### src/rtl/mel_pkg.sv
package mel_pkg;

  localparam int DUR_TICK_W = 12;

  typedef enum logic [2:0] {
    ST_IDLE,
    ST_PITCH,
    ST_DUR,
    ST_WAIT,
    ST_NEXT
  } mel_state_e;

  // Non-linear duration map in ticks; unused codes fall back to the shortest.
  function automatic logic [DUR_TICK_W-1:0] dur_ticks(input logic [2:0] code);
    case (code)
      3'd1:    dur_ticks = 12'd200;
      3'd2:    dur_ticks = 12'd500;
      3'd3:    dur_ticks = 12'd1000;
      3'd4:    dur_ticks = 12'd2000;
      3'd5:    dur_ticks = 12'd4000;
      default: dur_ticks = 12'd200;
    endcase
  endfunction

endpackage

### src/rtl/mel_note_rom.sv
module mel_note_rom #(
  parameter int NUM_NOTES    = 96,
  parameter int PITCH_W      = 5,
  parameter int DUR_W        = 3,
  parameter int PITCH_STRIDE = 5,
  localparam int ENTRY_W     = PITCH_W + DUR_W,
  localparam int ADDR_W      = $clog2(NUM_NOTES)
) (
  input  logic [ADDR_W-1:0]  addr,
  output logic [ENTRY_W-1:0] entry
);

  logic [ENTRY_W-1:0] table_q [NUM_NOTES];

  for (genvar g = 0; g < NUM_NOTES; g++) begin : g_entry
    localparam int P = (g * PITCH_STRIDE) % (1 << PITCH_W);
    localparam int C = g % (1 << DUR_W);
    assign table_q[g] = {PITCH_W'(P), DUR_W'(C)};
  end

  assign entry = table_q[addr];

endmodule

### src/rtl/mel_tone_div.sv
module mel_tone_div #(
  parameter int TC_W = 15
) (
  input  logic            clk,
  input  logic            rst_n,
  input  logic            en,
  input  logic [TC_W-1:0] tc,
  output logic [TC_W-1:0] cnt,
  output logic            tgl
);

  always_ff @(posedge clk or negedge rst_n) begin
    if (!rst_n) begin
      cnt <= '0;
    end else if (!en) begin
      cnt <= '0;
    end else if (cnt >= tc) begin
      cnt <= '0;
    end else begin
      cnt <= cnt + 1'b1;
    end
  end

  always_ff @(posedge clk or negedge rst_n) begin
    if (!rst_n) begin
      tgl <= 1'b0;
    end else if (!en) begin
      tgl <= 1'b0;
    end else if (cnt == tc) begin
      tgl <= ~tgl;
    end
  end

endmodule

### src/rtl/mel_beat_timer.sv
module mel_beat_timer #(
  parameter int TICK_CYCLES = 12000,
  parameter int TARGET_W    = 12,
  localparam int PW         = $clog2(TICK_CYCLES + 1)
) (
  input  logic                clk,
  input  logic                rst_n,
  input  logic                load,
  input  logic                run,
  input  logic [TARGET_W-1:0] target,
  output logic                done
);

  logic [PW-1:0]       presc;
  logic [TARGET_W-1:0] ticks;
  logic                tick;

  assign tick = run && (presc == PW'(TICK_CYCLES - 1));
  assign done = tick && (ticks == target - 1'b1);

  always_ff @(posedge clk or negedge rst_n) begin
    if (!rst_n) begin
      presc <= '0;
      ticks <= '0;
    end else if (load) begin
      presc <= '0;
      ticks <= '0;
    end else if (run) begin
      if (tick) begin
        presc <= '0;
        ticks <= ticks + 1'b1;
      end else begin
        presc <= presc + 1'b1;
      end
    end
  end

endmodule

### src/rtl/mel_player.sv
module mel_player #(
  parameter int NUM_NOTES    = 96,
  parameter int TICK_CYCLES  = 12000,
  parameter int TC_BASE      = 2000,
  parameter int TC_STEP      = 600,
  parameter int PITCH_STRIDE = 5
) (
  input  logic clk,
  input  logic rst_n,
  input  logic play_en,
  output logic buzz,
  output logic busy
);
  import mel_pkg::*;

  localparam int PITCH_W = 5;
  localparam int DUR_W   = 3;
  localparam int ENTRY_W = PITCH_W + DUR_W;
  localparam int PTR_W   = $clog2(NUM_NOTES);
  localparam int MAXP    = (1 << PITCH_W) - 1;
  localparam int TC_MAX  = TC_BASE + MAXP * TC_STEP;
  localparam int TC_W    = $clog2(TC_MAX + 1);

  mel_state_e             state;
  logic [PTR_W-1:0]       ptr;
  logic [ENTRY_W-1:0]     entry;
  logic [PITCH_W-1:0]     pitch_q;
  logic [DUR_TICK_W-1:0]  dur_q;
  logic [TC_W-1:0]        tc;
  logic [TC_W-1:0]        div_cnt;
  logic                   tgl;
  logic                   tone_en;
  logic                   beat_done;

  mel_note_rom #(
    .NUM_NOTES(NUM_NOTES), .PITCH_W(PITCH_W), .DUR_W(DUR_W),
    .PITCH_STRIDE(PITCH_STRIDE)
  ) u_rom (
    .addr(ptr), .entry(entry)
  );

  // Pitch to half-period terminal count: higher pitch, shorter count.
  assign tc = TC_W'(TC_BASE + (MAXP - int'(pitch_q)) * TC_STEP);

  assign tone_en = (state == ST_WAIT) && (pitch_q != '0);

  mel_tone_div #(.TC_W(TC_W)) u_div (
    .clk(clk), .rst_n(rst_n), .en(tone_en), .tc(tc),
    .cnt(div_cnt), .tgl(tgl)
  );

  mel_beat_timer #(.TICK_CYCLES(TICK_CYCLES), .TARGET_W(DUR_TICK_W)) u_beat (
    .clk(clk), .rst_n(rst_n),
    .load(state == ST_DUR), .run(state == ST_WAIT),
    .target(dur_q), .done(beat_done)
  );

  always_ff @(posedge clk or negedge rst_n) begin
    if (!rst_n) begin
      state   <= ST_IDLE;
      ptr     <= '0;
      pitch_q <= '0;
      dur_q   <= '0;
    end else if (!play_en) begin
      state   <= ST_IDLE;
      ptr     <= '0;
      pitch_q <= '0;
    end else begin
      case (state)
        ST_IDLE:  state <= ST_PITCH;
        ST_PITCH: begin
          pitch_q <= entry[ENTRY_W-1:DUR_W];
          state   <= ST_DUR;
        end
        ST_DUR: begin
          dur_q <= dur_ticks(entry[DUR_W-1:0]);
          state <= ST_WAIT;
        end
        ST_WAIT: if (beat_done) state <= ST_NEXT;
        ST_NEXT: begin
          ptr   <= (ptr == PTR_W'(NUM_NOTES - 1)) ? '0 : ptr + 1'b1;
          state <= ST_PITCH;
        end
        default: state <= ST_IDLE;
      endcase
    end
  end

  assign busy = (state != ST_IDLE);
  assign buzz = tgl & tone_en;

endmodule

### config.mk
export PLATFORM = sky130hd
export DESIGN_NAME = mel_player
export DESIGN_NICKNAME = d
export VERILOG_FILES = /design/src/rtl/mel_pkg.sv /design/src/rtl/mel_note_rom.sv /design/src/rtl/mel_tone_div.sv /design/src/rtl/mel_beat_timer.sv /design/src/rtl/mel_player.sv
export SDC_FILE = /design/constraint.sdc
export NUM_CORES = 1
export LEC_CHECK = 0
export ABC_AREA = 1
export BUFFER_PORTS_ARGS = -buffer_cell sky130_fd_sc_hd__buf_2
export CAP_MARGIN = 15
export CORE_MARGIN = 2
export CORE_UTILIZATION = 50
export CTS_CLUSTER_DIAMETER = 60
export CTS_CLUSTER_SIZE = 14
export DETAILED_ROUTE_END_ITERATION = 8
export MAX_ROUTING_LAYER = met4
export PLACE_DENSITY = 0.68
export SETUP_SLACK_MARGIN = 0.5
export SLEW_MARGIN = 40
export SYNTH_ARGS = -nofsm -noshare
export SYNTH_HDL_FRONTEND = slang
export SYNTH_HIERARCHICAL = 1
export SYNTH_SLANG_ARGS = --single-unit
### constraint.sdc
create_clock -name clk -period 3.82 [get_ports clk]
set_clock_uncertainty 0.2 [all_clocks]
set_input_delay 0 -clock clk [delete_from_list [all_inputs] [get_ports clk]]
set_output_delay 0 -clock clk [all_outputs]
set_load 0.005 [all_outputs]
==> flow_summary.json <==
{
  "outcome": "finished with violations",
  "violations": "setup timing",
  "cp-end-kind": "flop",
  "slew_violations": 0,
  "clkSinkCount": 67,
  "pwr-share-clk_pct": 15.8,
  "fin_crit_ns": 4.00,
  "nets": 810,
  "root_buffer": "clkbuf_8",
  "hold_path_class": "reg -> reg",
  "rsz0062_at_grt": "true",
  "final_common_cell": "nand2_1",
  "yosys.area.top_type": "dfrtp_1",
  "die_width_um": 107,
  "pin_count": 5,
  "async_flop_share_pct": 100,
  "synth_cell_types": 49,
  "yosysWarnings": 6,
  "power_frac_seq_pct": 22.8,
  "tightestPinTransition_ns": 0.540,
  "start_util_pct": 51.5,
  "crit_fanout": 8,
  "intPower_mw": 2.10,
  "drv_cap": 0,
  "htree_num_levels": 3,
  "globalRouteOverflowTotal": 0,
  "swShare_pct": 44.8,
  "syn_area_um2": 5320,
  "wl_per_cell_um": 12.7,
  "min_period_over_period_pct": 105,
  "path_class": "reg -> reg",
  "synth_enable_flop_cells": 0,
  "viasPerCell": 5.18,
  "irDropWorstVdd_mv": 0.473,
  "synthFlopType": "dfrtp_1",
  "slew_headroom_pct": 64.0,
  "drtIter0Drc": 234,
  "clkTransAtPathRegs_ns": 0.08,
  "p_leak_nw": 2.86,
  "grt_start_max_net_pins": 41,
  "hpwlAfterDp_um": 8200,
  "die_h_um": 107,
  "grt_usage_pct": 21.6,
  "crit_required_ns": 3.85,
  "design_area_um2": 6200,
  "antenna_found_initial": 0,
  "num_vias": 4655,
  "synthDominantCellAreaShare_pct": 31.5,
  "routabilityCongestion": 0.878,
  "drive_gt1_share_pct": 21.1,
  "powerDensity_nw_per_um2": 615,
  "grt_pass1_vias": 4549,
  "ant_nets": 0,
  "n_antenna_cell": 0,
  "grt_pass1_wl_um": 19700,
  "ys_seq_area_share_pct": 31.5,
  "combPwrFrac_pct": 61.4,
  "first_pass_iters": 5,
  "fin_tns_setup_ns": -2.28,
  "crit_arrival_ns": 4.03,
  "crit_path_start_kind": "flop",
  "core_um2": 10300,
  "timing.hold.ws_ns": 0.287,
  "placed_cell_area_um2": 5590,
  "ys_seq_elements": 67,
  "dieArea_um2": 11500,
  "layout_common_cells": "154 x nand2_1, 95 x inv_1, 73 x nor2_1, 67 x dfrtp_1, 52 x nand3_1",
  "synth_area_leaders": "dfrtp_1 32%, nand2_1 12%, ha_1 11%, inv_1 7.3%, nor2_1 5.6%",
  "avgSynthCellArea_um2": 7.35,
  "syn_inst": 724,
  "numCtsBuffers": 9,
  "syn_to_final_growth_pct": 16.5,
  "clk_path_buf_depth": 2,
  "final-setup-viol-count": 16,
  "fmax_ghz": 0.250,
  "post-route-drc-count": 0,
  "totalWireLength_um": 11400,
  "rows": 37,
  "cts_tree": "built",
  "io_buffers": 4,
  "fin_ws_ns": -0.178,
  "final-hold-violation-count": 0,
  "clk_latency_ns": 0.35,
  "power_switching_mw": 1.71
}
## worst max-delay path, stage by stage (launching register included)
cell      delay (ns)
dfrtp_1         0.40
inv_2           0.09
ha_4            0.21
ha_4            0.26
fa_2            0.46
fa_2            0.47
nand3_2         0.13
nand3b_1        0.16
nand2_4         0.13
nand3_4         0.09
nand2_4         0.08
xor2_2          0.14
inv_2           0.06
ha_4            0.28
nand2_4         0.05
nor2_4          0.12
nand2_4         0.08
nor2_4          0.13
nand2_4         0.08
nand3_4         0.18
nor2_1          0.06
## what timing repair did
item	in CTS	in global routing
gates cloned	1	0
gates resized for setup	15	44
setup endpoints to repair	16	16
setup buffers	1	5
pin swaps	10	42
hold buffers	4	0
endpoints found under the hold margin	58	0
## logic make-up (layout without fill, tap and decap cells)
kind of cell             Yosys count  count (layout)  synth area share (%)
multiplexers                       1               1                 0.188
AO/OA/AOI/OAI                     71              71                  7.45
AND/OR/NAND/NOR                  383             384                  34.2
XOR/XNOR                          31              31                  5.24
other                              1               6                0.0705
flip-flops                        67              67                  31.5
adder cells (fa/ha/maj)           49              49                  11.8
buffers and inverters            121             154                  9.55
## cell usage after synthesis (2+ instances only)
| master | number |
|---|---|
| nand2_1 | 165 |
| inv_1 | 103 |
| nor2_1 | 80 |
| dfrtp_1 | 67 |
| nand3_1 | 56 |
| ha_1 | 47 |
| o21ai_0 | 29 |
| a21oi_1 | 23 |
| nor2_2 | 19 |
| nand2_2 | 17 |
| xnor2_1 | 15 |
| xor2_1 | 15 |
| nor3_1 | 10 |
| inv_2 | 7 |
| nand3_2 | 7 |
| nand4_1 | 7 |
| buf_4 | 5 |
| o21ai_1 | 5 |
| nor3_2 | 4 |
| nor2_4 | 3 |
| a21oi_2 | 2 |
| buf_6 | 2 |
| fa_1 | 2 |
| nand2_4 | 2 |
| nand3_4 | 2 |
| nand3b_1 | 2 |
| nor3_4 | 2 |
| o211ai_1 | 2 |
| o31ai_1 | 2 |
| or2_1 | 2 |
| or2_2 | 2 |
## worst paths after layout
check,start,endpoint,slack [ns],depth (start not counted)
min in group asynchronous,rst_n,ptr[3]$_DFFE_PN0P_,0.51,3
max in group asynchronous,rst_n,pitch_q[1]$_DFFE_PN0P_,1.97,4
worst max register to register,pitch_q[4]$_DFFE_PN0P_,u_div/cnt[14]$_DFF_PN0_,-0.18,20
worst max-delay path,pitch_q[4]$_DFFE_PN0P_,u_div/cnt[14]$_DFF_PN0_,-0.18,20
worst min-delay path,u_div/tgl$_DFFE_PN0P_,u_div/tgl$_DFFE_PN0P_,0.29,1
worst min register to register,u_div/tgl$_DFFE_PN0P_,u_div/tgl$_DFFE_PN0P_,0.29,1
## flip-flops by register name, summed over array words and instances (netlist names)
signal / flops
dur_q: 10
pitch_q: 5
ptr: 7
state: 3
u_beat/presc: 14
u_beat/ticks: 12
u_div/cnt: 15
u_div/tgl: 1
## per-layer routing
metal  global-route usage [%]  wire [µm]  vias to the layer above
met1                     25.8       5190                     2218
met3                     2.55        246                       12
met5                        -          0                        -
met4                     6.68        153                        0
li1                         -          -                     2370
met2                     38.2       5850                       55
## stage by stage
stage / power (mW) / utilization [%] / std cells / worst slack, ns
2_1_floorplan: 2.21 / - / 729 / 0.0414
3_3_place_gp: 2.57 / 54.1 / 872 / -0.0637
3_5_place_dp: 2.63 / 54.2 / 872 / -0.171
4_1_cts: 3.38 / 57.6 / 894 / -0.0712
5_1_grt: 4.15 / 60.0 / 899 / -0.357
6_report: 3.81 / 60.0 / 899 / -0.178
## cell type report
cell class,count,area (µm²)
clock buffers,9,124
clock inverters,7,73.8
fillers,922,4130
inverters,111,419
multi-input cells,542,3520
flip-flops and latches,67,1680
well taps,136,170
repair buffers,27,216
## power groups by stage
stage               registers (mW)  logic [mW]  clock network (mW)
floorplan                    0.856        1.36                   0
CTS                          0.872        1.89               0.616
global placement             0.882        1.69                   0
global route                 0.884        2.62               0.646
finish                       0.871        2.34               0.601
detailed placement           0.886        1.74                   0
(Power assumes the default switching activity.)
